### src/rtl/can_stat_pkg.sv
`timescale 1ns/1ps
// can_stat_pkg: shared constants and the error-code type of the CAN status block.
// Assumes a status word with the error code in its low bits.
package can_stat_pkg;
    localparam int LEC_W    = 3;          // width of the error-code field
    localparam int TXOK_BIT = LEC_W;      // sent-OK position
    localparam int OK_N     = 2;          // sent-OK, received-OK
    localparam int LVL_BIT  = LEC_W + OK_N; // first level bit (error-passive)
    localparam int LVL_N    = 3;          // error-passive, error-warning, bus-off
    localparam int WORD_W   = LVL_BIT + LVL_N;
    localparam int WR_W     = LEC_W + OK_N; // CPU-writable low bits

    typedef enum logic [LEC_W-1:0] {
        LEC_NONE  = 3'd0,
        LEC_STUFF = 3'd1,
        LEC_FORM  = 3'd2,
        LEC_ACK   = 3'd3,
        LEC_BIT1  = 3'd4,
        LEC_BIT0  = 3'd5,
        LEC_CRC   = 3'd6,
        LEC_IDLE  = 3'd7
    } lec_e;
endpackage

### src/rtl/can_stat_flags.sv
`timescale 1ns/1ps
// can_stat_flags: holds the status word fields. Bus events set the success
// flags and load the error code. CPU writes load the writable fields, but a
// bus event in the same cycle wins. The three levels are registered once.
// Emits a status-change event and an error-level change for the interrupt logic.
// Assumes event inputs are single-cycle pulses synchronous to clk.
module can_stat_flags
    import can_stat_pkg::*;
(
    input  logic              clk,
    input  logic              rst_n,
    input  logic              ev_tx_ok,
    input  logic              ev_rx_ok,
    input  logic              ev_err_vld,
    input  logic [LEC_W-1:0]  ev_err_code,
    input  logic              ev_rec11,
    input  logic              lvl_epass,
    input  logic              lvl_ewarn,
    input  logic              lvl_boff,
    input  logic              cpu_wr,
    input  logic [WR_W-1:0]   cpu_wdata,
    output logic [WORD_W-1:0] stat_word,
    output logic              sc_evt,
    output logic              err_chg
);
    logic [OK_N-1:0]  ok_ev;
    logic [OK_N-1:0]  ok_q;
    logic [LVL_N-1:0] lvl_in;
    logic [LVL_N-1:0] lvl_q;
    lec_e             lec_q;
    lec_e             lec_d;

    assign ok_ev  = {ev_rx_ok, ev_tx_ok};
    assign lvl_in = {lvl_boff, lvl_ewarn, lvl_epass};

    // Sticky success flags: the event sets the flag, otherwise a CPU write loads it.
    for (genvar i = 0; i < OK_N; i++) begin : g_ok
        logic flag_q;
        always_ff @(posedge clk) begin
            if (!rst_n)
                flag_q <= 1'b0;
            else if (ok_ev[i])
                flag_q <= 1'b1;
            else if (cpu_wr)
                flag_q <= cpu_wdata[TXOK_BIT+i];
        end
        assign ok_q[i] = flag_q;

        AST_OK_EVENT_WINS: assert property (@(posedge clk) disable iff (!rst_n)
            ok_ev[i] |=> ok_q[i]);
    end

    // Level registers: follow the engine's status levels one cycle later.
    for (genvar i = 0; i < LVL_N; i++) begin : g_lvl
        logic lv_q;
        always_ff @(posedge clk) begin
            if (!rst_n)
                lv_q <= 1'b0;
            else
                lv_q <= lvl_in[i];
        end
        assign lvl_q[i] = lv_q;

        AST_LEVEL_FOLLOWS: assert property (@(posedge clk) disable iff (!rst_n)
            rst_n |=> (lvl_q[i] == $past(lvl_in[i])));
    end

    // Next error code: error report first, then recovery run, then the CPU write.
    always_comb begin
        lec_d = lec_q;
        if (ev_err_vld)
            lec_d = lec_e'(ev_err_code);
        else if (ev_rec11)
            lec_d = LEC_BIT0;
        else if (cpu_wr)
            lec_d = lec_e'(cpu_wdata[LEC_W-1:0]);
    end

    // Error-code register.
    always_ff @(posedge clk) begin
        if (!rst_n)
            lec_q <= LEC_NONE;
        else
            lec_q <= lec_d;
    end

    // Assemble the status word from the field registers.
    always_comb begin
        stat_word = '0;
        stat_word[LEC_W-1:0] = lec_q;
        for (int i = 0; i < OK_N; i++)
            stat_word[TXOK_BIT+i] = ok_q[i];
        for (int i = 0; i < LVL_N; i++)
            stat_word[LVL_BIT+i] = lvl_q[i];
    end

    // Event outputs toward the interrupt logic. Error-passive (index 0) is excluded.
    assign sc_evt  = ev_tx_ok | ev_rx_ok | ev_err_vld | ev_rec11;
    assign err_chg = (lvl_in[1] != lvl_q[1]) | (lvl_in[2] != lvl_q[2]);

    AST_LEC_TRACKS_REPORT: assert property (@(posedge clk) disable iff (!rst_n)
        ev_err_vld |=> (lec_q == $past(ev_err_code)));
    AST_RECOVERY_BIT0: assert property (@(posedge clk) disable iff (!rst_n)
        (ev_rec11 && !ev_err_vld) |=> (lec_q == LEC_BIT0));
endmodule

### src/rtl/can_stat_pend.sv
`timescale 1ns/1ps
// can_stat_pend: the pending bit of the status interrupt. Enabled events set
// it, and a read of the status word clears it unless a new event arrives in
// the same cycle. Drives the interrupt line and the identifier.
// Assumes sc_evt and err_chg are valid in the cycle of the event.
module can_stat_pend #(
    parameter int               ID_W    = 16,
    parameter logic [ID_W-1:0]  STAT_ID = 16'h8000
) (
    input  logic            clk,
    input  logic            rst_n,
    input  logic            en_err,
    input  logic            en_stat,
    input  logic            err_chg,
    input  logic            sc_evt,
    input  logic            cpu_rd,
    output logic            irq,
    output logic [ID_W-1:0] irq_id
);
    logic pend_q;
    logic set_req;

    // Raising condition, gated by the two enables.
    assign set_req = (en_err & err_chg) | (en_stat & sc_evt);

    // Pending bit: a set beats a same-cycle read clear.
    always_ff @(posedge clk) begin
        if (!rst_n)
            pend_q <= 1'b0;
        else if (set_req)
            pend_q <= 1'b1;
        else if (cpu_rd)
            pend_q <= 1'b0;
    end

    // Outputs of the pending state.
    assign irq    = pend_q;
    assign irq_id = pend_q ? STAT_ID : '0;

    AST_RISE_HAS_CAUSE: assert property (@(posedge clk) disable iff (!rst_n)
        $rose(pend_q) |-> $past((en_err && err_chg) || (en_stat && sc_evt)));
    AST_READ_CLEARS: assert property (@(posedge clk) disable iff (!rst_n)
        (cpu_rd && !(en_err && err_chg) && !(en_stat && sc_evt)) |=> !pend_q);
    AST_PEND_STICKY: assert property (@(posedge clk) disable iff (!rst_n)
        (pend_q && !cpu_rd) |=> pend_q);
endmodule

### src/rtl/can_stat_irq.sv
`timescale 1ns/1ps
// can_stat_irq: top of the CAN status word and status interrupt. It connects
// the field registers to the pending logic and exposes a one-register CPU port.
// Assumes all inputs are synchronous to clk and events last one cycle.
module can_stat_irq
    import can_stat_pkg::*;
#(
    parameter int              ID_W    = 16,
    parameter logic [ID_W-1:0] STAT_ID = 16'h8000
) (
    input  logic              clk,
    input  logic              rst_n,
    input  logic              ev_tx_ok,
    input  logic              ev_rx_ok,
    input  logic              ev_err_vld,
    input  logic [LEC_W-1:0]  ev_err_code,
    input  logic              ev_rec11,
    input  logic              lvl_epass,
    input  logic              lvl_ewarn,
    input  logic              lvl_boff,
    input  logic              en_err,
    input  logic              en_stat,
    input  logic              cpu_rd,
    input  logic              cpu_wr,
    input  logic [WR_W-1:0]   cpu_wdata,
    output logic [WORD_W-1:0] stat_word,
    output logic              irq,
    output logic [ID_W-1:0]   irq_id
);
    logic sc_evt;
    logic err_chg;

    can_stat_flags u_flags (
        .clk        (clk),
        .rst_n      (rst_n),
        .ev_tx_ok   (ev_tx_ok),
        .ev_rx_ok   (ev_rx_ok),
        .ev_err_vld (ev_err_vld),
        .ev_err_code(ev_err_code),
        .ev_rec11   (ev_rec11),
        .lvl_epass  (lvl_epass),
        .lvl_ewarn  (lvl_ewarn),
        .lvl_boff   (lvl_boff),
        .cpu_wr     (cpu_wr),
        .cpu_wdata  (cpu_wdata),
        .stat_word  (stat_word),
        .sc_evt     (sc_evt),
        .err_chg    (err_chg)
    );

    can_stat_pend #(
        .ID_W   (ID_W),
        .STAT_ID(STAT_ID)
    ) u_pend (
        .clk    (clk),
        .rst_n  (rst_n),
        .en_err (en_err),
        .en_stat(en_stat),
        .err_chg(err_chg),
        .sc_evt (sc_evt),
        .cpu_rd (cpu_rd),
        .irq    (irq),
        .irq_id (irq_id)
    );

    AST_WRITE_SILENT: assert property (@(posedge clk) disable iff (!rst_n)
        (!irq && cpu_wr && !sc_evt && !err_chg) |=> !irq);
    AST_PASSIVE_SILENT: assert property (@(posedge clk) disable iff (!rst_n)
        (!irq && (lvl_epass != stat_word[LVL_BIT]) && !sc_evt && !err_chg) |=> !irq);
    AST_ERR_ENABLE_RAISES: assert property (@(posedge clk) disable iff (!rst_n)
        (en_err && err_chg) |=> irq);
endmodule

### config.mk
export PLATFORM = sky130hd
export DESIGN_NAME = can_stat_irq
export DESIGN_NICKNAME = d
export VERILOG_FILES = /design/src/rtl/can_stat_pkg.sv /design/src/rtl/can_stat_flags.sv /design/src/rtl/can_stat_pend.sv /design/src/rtl/can_stat_irq.sv
export SDC_FILE = /design/constraint.sdc
export NUM_CORES = 1
export LEC_CHECK = 0
export ABC_AREA = 1
export ABC_CLOCK_PERIOD_IN_PS = 1200
export BUFFER_PORTS_ARGS = -buffer_cell sky130_fd_sc_hd__buf_2
export CAP_MARGIN = 20
export CORE_MARGIN = 5
export CORE_UTILIZATION = 40
export DETAILED_ROUTE_END_ITERATION = 8
export GPL_TIMING_DRIVEN = 0
export PLACE_DENSITY = 0.85
export SYNTH_ARGS = -nofsm -noshare
export SYNTH_HDL_FRONTEND = slang
export SYNTH_SLANG_ARGS = --single-unit
### constraint.sdc
create_clock -name clk -period 1.2 [get_ports clk]
set_input_delay 0.12 -clock clk [delete_from_list [all_inputs] [get_ports clk]]
set_output_delay 0.12 -clock clk [all_outputs]
set_load 0.01 [all_outputs]
==> results of run 1 <==
[per-layer routing]
metal	wire length [microns]	GRT usage (%)	share of wire (%)	vias up
li1	-	-	-	301
met1	451	13.6	35	229
met2	641	20.9	50	30
met3	194	4.14	15	0
met4	0	4.97	0	0
met5	0	0	0	-
[power breakdown]
group	internal (mW)	switching, mW	total, mW
clock	0.128	0.111	0.239
sequential	0.320	0.0117	0.331
combinational	0.106	0.0990	0.205
[synth_stat cells, drive strengths merged]
cell	n	area, sq um
buf	21	158
clkinv	1	5.00
a22oi	1	7.51
inv	11	41.3
nor2	3	18.8
dfxtp	9	180
nand2	21	86.3
o21ai	3	15.0
a21oi	9	45.0
conb	1	3.75
[cell usage in the layout, fill, tap and decap left out]
cell type                   n
sky130_fd_sc_hd__dfxtp_1    9
sky130_fd_sc_hd__nor2_1     2
sky130_fd_sc_hd__buf_2     30
sky130_fd_sc_hd__clkinv_2   1
sky130_fd_sc_hd__buf_4     21
sky130_fd_sc_hd__a21oi_1    9
sky130_fd_sc_hd__o21ai_0    2
sky130_fd_sc_hd__clkbuf_1   1
sky130_fd_sc_hd__nand2_1   20
sky130_fd_sc_hd__a22oi_1    1
sky130_fd_sc_hd__clkbuf_4   3
sky130_fd_sc_hd__nor2_4     1
sky130_fd_sc_hd__inv_2      1
sky130_fd_sc_hd__o21ai_1    1
sky130_fd_sc_hd__nand2_4    1
sky130_fd_sc_hd__conb_1    15
sky130_fd_sc_hd__inv_1     10
[layout make-up]
cell class	instances	area [sq um]	share of cell area, %
Buffer	21	158	19.5
Clock buffer	4	26.3	3.25
Inverter	12	46.3	5.73
Multi-Input combinational cell	52	229	28.3
Sequential cell	9	180	22.3
Tap cell	15	18.8	2.32
Timing Repair Buffer	30	150	18.6
[kinds of logic (layout without fill, tap and decap cells)]
group / after synthesis / after routing / share of synthesized area, %
compound gates: 13 / 13 / 12.1
buf+inv: 33 / 67 / 36.4
flops: 9 / 9 / 32.1
other cells: 1 / 15 / 0.669
simple gates: 24 / 24 / 18.7
[registers in the layout, indices dropped and copies added (netlist names)]
name,count
u_flags.g_lvl.lv_q,3
u_pend.irq,1
u_flags.lec_q,3
u_flags.g_ok.flag_q,2
[worst min path at each step]
stage	from	slack, ns	endpoint	depth (start not counted)
5_1_grt	lvl_ewarn	0.08	u_flags.g_lvl[1].lv_q	3
2_1_floorplan	rst_n	0.21	u_flags.g_lvl[0].lv_q	2
4_1_cts	lvl_epass	0.04	u_flags.g_lvl[0].lv_q	3
6_report	lvl_epass	0.05	u_flags.g_lvl[0].lv_q	3
3_5_place_dp	lvl_epass	0.31	u_flags.g_lvl[0].lv_q	3
3_3_place_gp	lvl_epass	0.30	u_flags.g_lvl[0].lv_q	3
[critical path, cell delays in order (launching register included)]
cell and delay [ns]:
sky130_fd_sc_hd__dfxtp_1 0.32, sky130_fd_sc_hd__buf_4 0.12, sky130_fd_sc_hd__buf_2 0.13
==> impl_metrics.prom, run 1 <==
# TYPE chip_impl_metric gauge
chip_impl_metric{name="synth.yosys.warnings",unit=""} 0
chip_impl_info{name="rr_startpoint",value="u_flags.g_lvl[2].lv_q"} 1
chip_impl_metric{name="grt_start_max_net_pins",unit=""} 6
chip_impl_metric{name="cp_max_fo",unit=""} 3
chip_impl_metric{name="antennaDiodeCount",unit=""} 0
chip_impl_metric{name="pre_cts_slack",unit="ns"} 0.380
chip_impl_metric{name="worst_hold_slack",unit="ns"} 0.0479
chip_impl_metric{name="drv_cap",unit=""} 0
chip_impl_metric{name="floorplan.initialDensity",unit="%"} 42.5
chip_impl_metric{name="first_pass_iters",unit=""} 2
chip_impl_metric{name="cts-hold-fix-buffers",unit=""} 0
chip_impl_metric{name="synth_sequential_area_ratio",unit="%"} 32.1
chip_impl_info{name="critical_path_startpoint_category",value="flop"} 1
chip_impl_metric{name="yosysUniqueCellTypes",unit=""} 14
chip_impl_metric{name="antenna_violations_before_repair",unit=""} 0
chip_impl_metric{name="latest_clock_arrival_within_the_worst_skew_pair",unit="ns"} 0.25
chip_impl_info{name="worst_setup_path_endpoint",value="irq_id[15]"} 1
chip_impl_metric{name="setup_viol",unit=""} 0
chip_impl_metric{name="post_layout_nonfiller_instances",unit=""} 143
chip_impl_metric{name="layout.cell_area.non_filler",unit="sq um"} 808
chip_impl_metric{name="total_power_divided_by_cell_area",unit="nW/um^2"} 960
chip_impl_info{name="clockRootBuffer",value="sky130_fd_sc_hd__clkbuf_4"} 1
chip_impl_info{name="crit_path_end_kind",value="output pin"} 1
chip_impl_metric{name="layout_setup_ws",unit="ns"} 0.252
chip_impl_info{name="path_class",value="reg2out"} 1
chip_impl_metric{name="cts.reportedPaths.clkPinSlew",unit="ns"} 0.06
chip_impl_metric{name="post-route-period-util",unit="%"} 79.0
chip_impl_metric{name="cts-htree-levels",unit=""} 1
chip_impl_metric{name="placement.io_buffers",unit=""} 30
chip_impl_metric{name="placed_cell_area",unit="sq um"} 782
chip_impl_info{name="unrepaired_setup_endpoints_after_global_routing",value="no"} 1
chip_impl_metric{name="finalPower",unit="uW"} 776
chip_impl_metric{name="setup.reg_to_reg.worst_slack",unit="ns"} 0.41
chip_impl_metric{name="vdd_ir_drop_max",unit="mV"} 0.549
chip_impl_metric{name="vias_in_the_first_global_route",unit=""} 508
chip_impl_metric{name="cts_resized",unit=""} 0
chip_impl_metric{name="worstRegToRegCells",unit=""} 6
chip_impl_info{name="worst_min_delay_path_class",value="in2reg"} 1
chip_impl_metric{name="die_h",unit="microns"} 47.4
chip_impl_metric{name="die-width",unit="microns"} 47.4
chip_impl_metric{name="gr-total-overflow",unit=""} 0
chip_impl_metric{name="postRouteAntennaNets",unit=""} 0
chip_impl_metric{name="boundaryPins",unit=""} 46
chip_impl_metric{name="fmax",unit="GHz"} 1.06
chip_impl_metric{name="place.detailed.hpwl",unit="mm"} 1.09
chip_impl_metric{name="final_layout_size_suffix_gt1_share",unit="%"} 45.3
chip_impl_metric{name="design.core.area",unit="sq um"} 1320
chip_impl_metric{name="dp_cells",unit=""} 139
chip_impl_metric{name="std_cell_rows",unit=""} 13
chip_impl_metric{name="drc",unit=""} 0
chip_impl_metric{name="total_grt_usage",unit="%"} 12.1
chip_impl_info{name="cts_tree",value="yes"} 1
chip_impl_info{name="timing.rr.end",value="u_pend.irq"} 1
chip_impl_metric{name="post_synth_inst_count",unit=""} 80
chip_impl_metric{name="cts_num_sinks",unit=""} 9
chip_impl_metric{name="num-fill-cells",unit=""} 130
chip_impl_metric{name="hold_viol_final",unit=""} 0
chip_impl_metric{name="weighted_congestion_reported_at_the_end_of_routability_driven_placement",unit=""} 0.693
chip_impl_metric{name="post-cts-setup-buffers",unit=""} 0
chip_impl_info{name="startpoint",value="u_pend.irq"} 1
chip_impl_metric{name="final_core_utilization",unit="%"} 61.3
chip_impl_metric{name="route.final.wire_length",unit="mm"} 1.29
chip_impl_metric{name="final-max-slew-violation-count",unit=""} 0
chip_impl_metric{name="p_leak",unit="nW"} 0.518
chip_impl_metric{name="wirelength_per_cell",unit="microns"} 9.01
chip_impl_metric{name="setup_tns",unit="ns"} 0
chip_impl_metric{name="largest_buffer_count_on_any_clock_path",unit=""} 2
chip_impl_metric{name="num_vias",unit=""} 560
chip_impl_metric{name="first_pass_grt_wire_length",unit="mm"} 1.90
chip_impl_metric{name="critical_path_arrival",unit="ns"} 0.83
chip_impl_metric{name="worstPathRequired",unit="ns"} 1.08
chip_impl_metric{name="route.detailed.vias_per_inst",unit=""} 3.92
chip_impl_info{name="status",value="completed"} 1
chip_impl_metric{name="die_outline_area",unit="sq um"} 2250
chip_impl_metric{name="yosys_register_bits",unit=""} 9
chip_impl_metric{name="drt_iter0_markers",unit=""} 3
chip_impl_metric{name="synth_area",unit="sq um"} 561
chip_impl_metric{name="cts_inserted_buffers",unit=""} 3
chip_impl_metric{name="syn_to_final_growth",unit="%"} 44.2
chip_impl_metric{name="timing.final.crit_period",unit="ns"} 0.948
chip_impl_metric{name="fin_skew",unit="ns"} 0.0000455
chip_impl_metric{name="syn_area_per_cell",unit="sq um"} 7.01
chip_impl_metric{name="final_net_count",unit=""} 150
Note: power is estimated with default switching activity, not from simulation.
==> inputs of run 2 (changes only) <==
- ABC_AREA: 1 -> 0
- ABC_CLOCK_PERIOD_IN_PS: 1200 -> 800
- CORE_UTILIZATION: 40 -> 32
- PLACE_DENSITY: 0.85 -> 0.75
- clock period: 1.2 -> 0.8 ns (I/O delays scaled with it)
==> impl_metrics.prom, run 2 <==
# TYPE chip_impl_metric gauge
chip_impl_info{name="clockRootBuffer",value="sky130_fd_sc_hd__clkbuf_4"} 1
chip_impl_metric{name="total_power_divided_by_cell_area",unit="nW/um^2"} 1400
chip_impl_metric{name="post-cts-setup-buffers",unit=""} 0
chip_impl_metric{name="die_h",unit="microns"} 50.8
chip_impl_metric{name="cts_inserted_buffers",unit=""} 3
chip_impl_info{name="synth.largest_area_cell",value="sky130_fd_sc_hd__dfxtp_1"} 1
chip_impl_info{name="cp_slowest_cell",value="sky130_fd_sc_hd__dfxtp_2"} 1
chip_impl_metric{name="setup_tns",unit="ns"} -0.486
chip_impl_metric{name="post-synth-top-area-fraction",unit="%"} 33.8
chip_impl_metric{name="boundaryPins",unit=""} 46
chip_impl_metric{name="antenna_violations_before_repair",unit=""} 0
chip_impl_metric{name="num_vias",unit=""} 479
chip_impl_info{name="crit_path_end_kind",value="output pin"} 1
chip_impl_metric{name="yosysUniqueCellTypes",unit=""} 18
chip_impl_metric{name="vias_in_the_first_global_route",unit=""} 483
chip_impl_metric{name="die-width",unit="microns"} 50.8
chip_impl_metric{name="placement.io_buffers",unit=""} 29
chip_impl_info{name="synth_flop_cell",value="sky130_fd_sc_hd__dfxtp_1"} 1
chip_impl_info{name="most_repeated_library_cell_on_the_critical_path",value="sky130_fd_sc_hd__buf_6"} 1
chip_impl_metric{name="drc",unit=""} 0
chip_impl_metric{name="cts.reportedPaths.clkPinSlew",unit="ns"} 0.07
chip_impl_metric{name="worst_hold_slack",unit="ns"} 0.0223
chip_impl_metric{name="die_outline_area",unit="sq um"} 2580
chip_impl_metric{name="syn_to_final_growth",unit="%"} 63.1
chip_impl_metric{name="synth_sequential_area_ratio",unit="%"} 33.8
chip_impl_metric{name="wirelength_per_cell",unit="microns"} 10.8
chip_impl_metric{name="post-route-period-util",unit="%"} 111
chip_impl_metric{name="cts-hold-fix-buffers",unit=""} 0
chip_impl_metric{name="synth_area",unit="sq um"} 533
chip_impl_metric{name="post_synth_inst_count",unit=""} 59
chip_impl_metric{name="vdd_ir_drop_max",unit="mV"} 0.856
chip_impl_metric{name="critical_path_arrival",unit="ns"} 0.81
chip_impl_metric{name="largest_buffer_count_on_any_clock_path",unit=""} 2
chip_impl_info{name="largest_cells_by_area_after_synthesis",value="sky130_fd_sc_hd__dfxtp_1 34%, sky130_fd_sc_hd__buf_4 30%, sky130_fd_sc_hd__mux2i_1 3.8%"} 1
chip_impl_metric{name="yosys_register_bits",unit=""} 9
chip_impl_info{name="status",value="finished, violations left"} 1
chip_impl_metric{name="setup_viol",unit=""} 7
chip_impl_info{name="unrepaired_setup_endpoints_after_global_routing",value="yes"} 1
chip_impl_metric{name="total_grt_usage",unit="%"} 10.0
chip_impl_metric{name="async_flop_share",unit="%"} 0
chip_impl_metric{name="weighted_congestion_reported_at_the_end_of_routability_driven_placement",unit=""} 0.674
chip_impl_metric{name="floorplan.initialDensity",unit="%"} 34.6
chip_impl_metric{name="postRouteAntennaNets",unit=""} 0
chip_impl_metric{name="latest_clock_arrival_within_the_worst_skew_pair",unit="ns"} 0.26
chip_impl_metric{name="antennaDiodeCount",unit=""} 0
chip_impl_metric{name="layout.cell_area.non_filler",unit="sq um"} 870
chip_impl_metric{name="std_cell_rows",unit=""} 14
chip_impl_info{name="biggestRegsByFlops",value="u_flags.g_lvl.lv_q: 3 flops, u_flags.lec_q: 3 flops, u_flags.g_ok.flag_q: 2 flops"} 1
chip_impl_metric{name="route.detailed.vias_per_inst",unit=""} 3.96
chip_impl_metric{name="p_leak",unit="nW"} 0.477
chip_impl_metric{name="final_core_utilization",unit="%"} 56.4
chip_impl_metric{name="fin_skew",unit="ns"} 0.0000833
chip_impl_metric{name="final_net_count",unit=""} 127
chip_impl_info{name="worstPathCellList",value="buf_6 -> buf_6"} 1
chip_impl_info{name="path_class",value="reg2out"} 1
chip_impl_info{name="failing_checks",value="setup timing"} 1
chip_impl_info{name="yosys-top-cells-count",value="21 x sky130_fd_sc_hd__buf_4, 9 x sky130_fd_sc_hd__dfxtp_1, 4 x sky130_fd_sc_hd__nor2_1, 3 x sky130_fd_sc_hd__and2_1, 3 x sky130_fd_sc_hd__o21ai_0"} 1
chip_impl_metric{name="drv_cap",unit=""} 0
chip_impl_metric{name="route.final.wire_length",unit="mm"} 1.30
chip_impl_info{name="worst_min_delay_path_class",value="in2reg"} 1
chip_impl_info{name="critical_path_startpoint_category",value="flop"} 1
chip_impl_info{name="final_common_cell",value="sky130_fd_sc_hd__buf_2"} 1
chip_impl_metric{name="first_pass_iters",unit=""} 4
chip_impl_metric{name="fmax",unit="GHz"} 1.13
chip_impl_metric{name="design.core.area",unit="sq um"} 1540
chip_impl_metric{name="syn_area_per_cell",unit="sq um"} 9.03
chip_impl_info{name="cts_tree",value="yes"} 1
chip_impl_metric{name="post_synth_edffs",unit=""} 0
chip_impl_metric{name="synth.yosys.warnings",unit=""} 0
chip_impl_metric{name="first_pass_grt_wire_length",unit="mm"} 1.97
chip_impl_metric{name="gr-total-overflow",unit=""} 0
chip_impl_metric{name="layout_setup_ws",unit="ns"} -0.0878
chip_impl_metric{name="grt_start_max_net_pins",unit=""} 8
chip_impl_metric{name="hold_viol_final",unit=""} 0
chip_impl_metric{name="final_layout_size_suffix_gt1_share",unit="%"} 63.8
chip_impl_metric{name="final-max-slew-violation-count",unit=""} 0
chip_impl_metric{name="cts_num_sinks",unit=""} 9
chip_impl_metric{name="drt_iter0_markers",unit=""} 4
chip_impl_metric{name="cts-htree-levels",unit=""} 1
chip_impl_info{name="yosysMostFrequentCell",value="sky130_fd_sc_hd__buf_4"} 1
chip_impl_metric{name="worstPathRequired",unit="ns"} 0.72
chip_impl_metric{name="placed_cell_area",unit="sq um"} 752
chip_impl_metric{name="cp_max_fo",unit=""} 3
chip_impl_metric{name="worst_path_largest_cell_delay",unit="ns"} 0.33
chip_impl_metric{name="timing.final.crit_period",unit="ns"} 0.888
chip_impl_info{name="most-common-layout-cells",value="20 x sky130_fd_sc_hd__buf_2, 15 x sky130_fd_sc_hd__buf_6, 15 x sky130_fd_sc_hd__buf_4, 15 x sky130_fd_sc_hd__conb_1, 9 x sky130_fd_sc_hd__dfxtp_2"} 1
## run 2: cell types whose count changed in the layout (fill, tap and decap cells not counted), sizes merged, moves of 3 or more
cell   delta
nand2    -21
and2      +3
a21oi     -7
inv       -9
## run 2: per-layer routing
layer  up-vias  share of wire [%]  track usage, %
met5         -                  0               0
met2        26                 53            18.2
met4         0                  0            5.11
li1        248                  -               -
met3         0                 13            4.07
met1       205                 33            9.51
## run 2: worst paths after layout
path / startpoint / to / slack, ns / cells after the start
hold reg to reg: u_pend.irq / u_pend.irq / 0.53 / 2
hold / removal: lvl_epass / u_flags.g_lvl[0].lv_q / 0.02 / 2
setup reg to reg: u_flags.lec_q[1] / u_flags.lec_q[1] / -0.06 / 3
setup / recovery: u_pend.irq / irq_id[15] / -0.09 / 2
## run 2: worst max-delay path, delay by kind of cell, from the launching register on
family	cells	cell delay (ns)
flip-flops	1	0.33
buffers and inverters	2	0.22
## run 2: power by group
| group | switching (mW) | internal, mW | total, mW |
|---|---|---|---|
| logic | 0.140 | 0.214 | 0.353 |
| registers | 0.0221 | 0.485 | 0.507 |
| clock network | 0.172 | 0.184 | 0.356 |
## run 2: layout make-up
class	count	area (sq um)
clock inverters	1	5.00
multi-input cells	40	241
plain buffers	21	180
well taps	16	20.0
inverters	2	7.51
flip-flops and latches	9	191
clock buffers	3	22.5
repair buffers	29	201
fillers	155	672
## run 2: kinds of logic (layout without fill, tap and decap cells)
| kind of cell | Yosys count | in the layout | share of synthesized area (%) |
|---|---|---|---|
| and+or+nand+nor | 10 | 10 | 9.86 |
| AOI/OAI and AO/OA | 10 | 10 | 12.7 |
| muxes | 3 | 3 | 6.57 |
| DFF | 9 | 9 | 33.8 |
| buffers and inverters | 24 | 56 | 33.1 |
| other | 1 | 15 | 0.704 |
| xor gates and xnor gates | 2 | 2 | 3.29 |
## run 2: repair_timing
item / 4_1_cts / 5_1_grt
resized for setup: 20 / 6
setup endpoints to repair: 13 / 14
pin swaps: 6 / 2
cloned: 0 / 0
## run 2: through the flow
stage | setup WS [ns] | instances | total power [mW]
6_report | -0.0878 | 121 | 1.22
5_1_grt | -0.119 | 121 | 1.29
4_1_cts | -0.102 | 121 | 1.22
3_5_place_dp | -0.0571 | 118 | 0.803
3_3_place_gp | -0.0806 | 118 | 0.796
2_1_floorplan | -0.0445 | 73 | 0.703
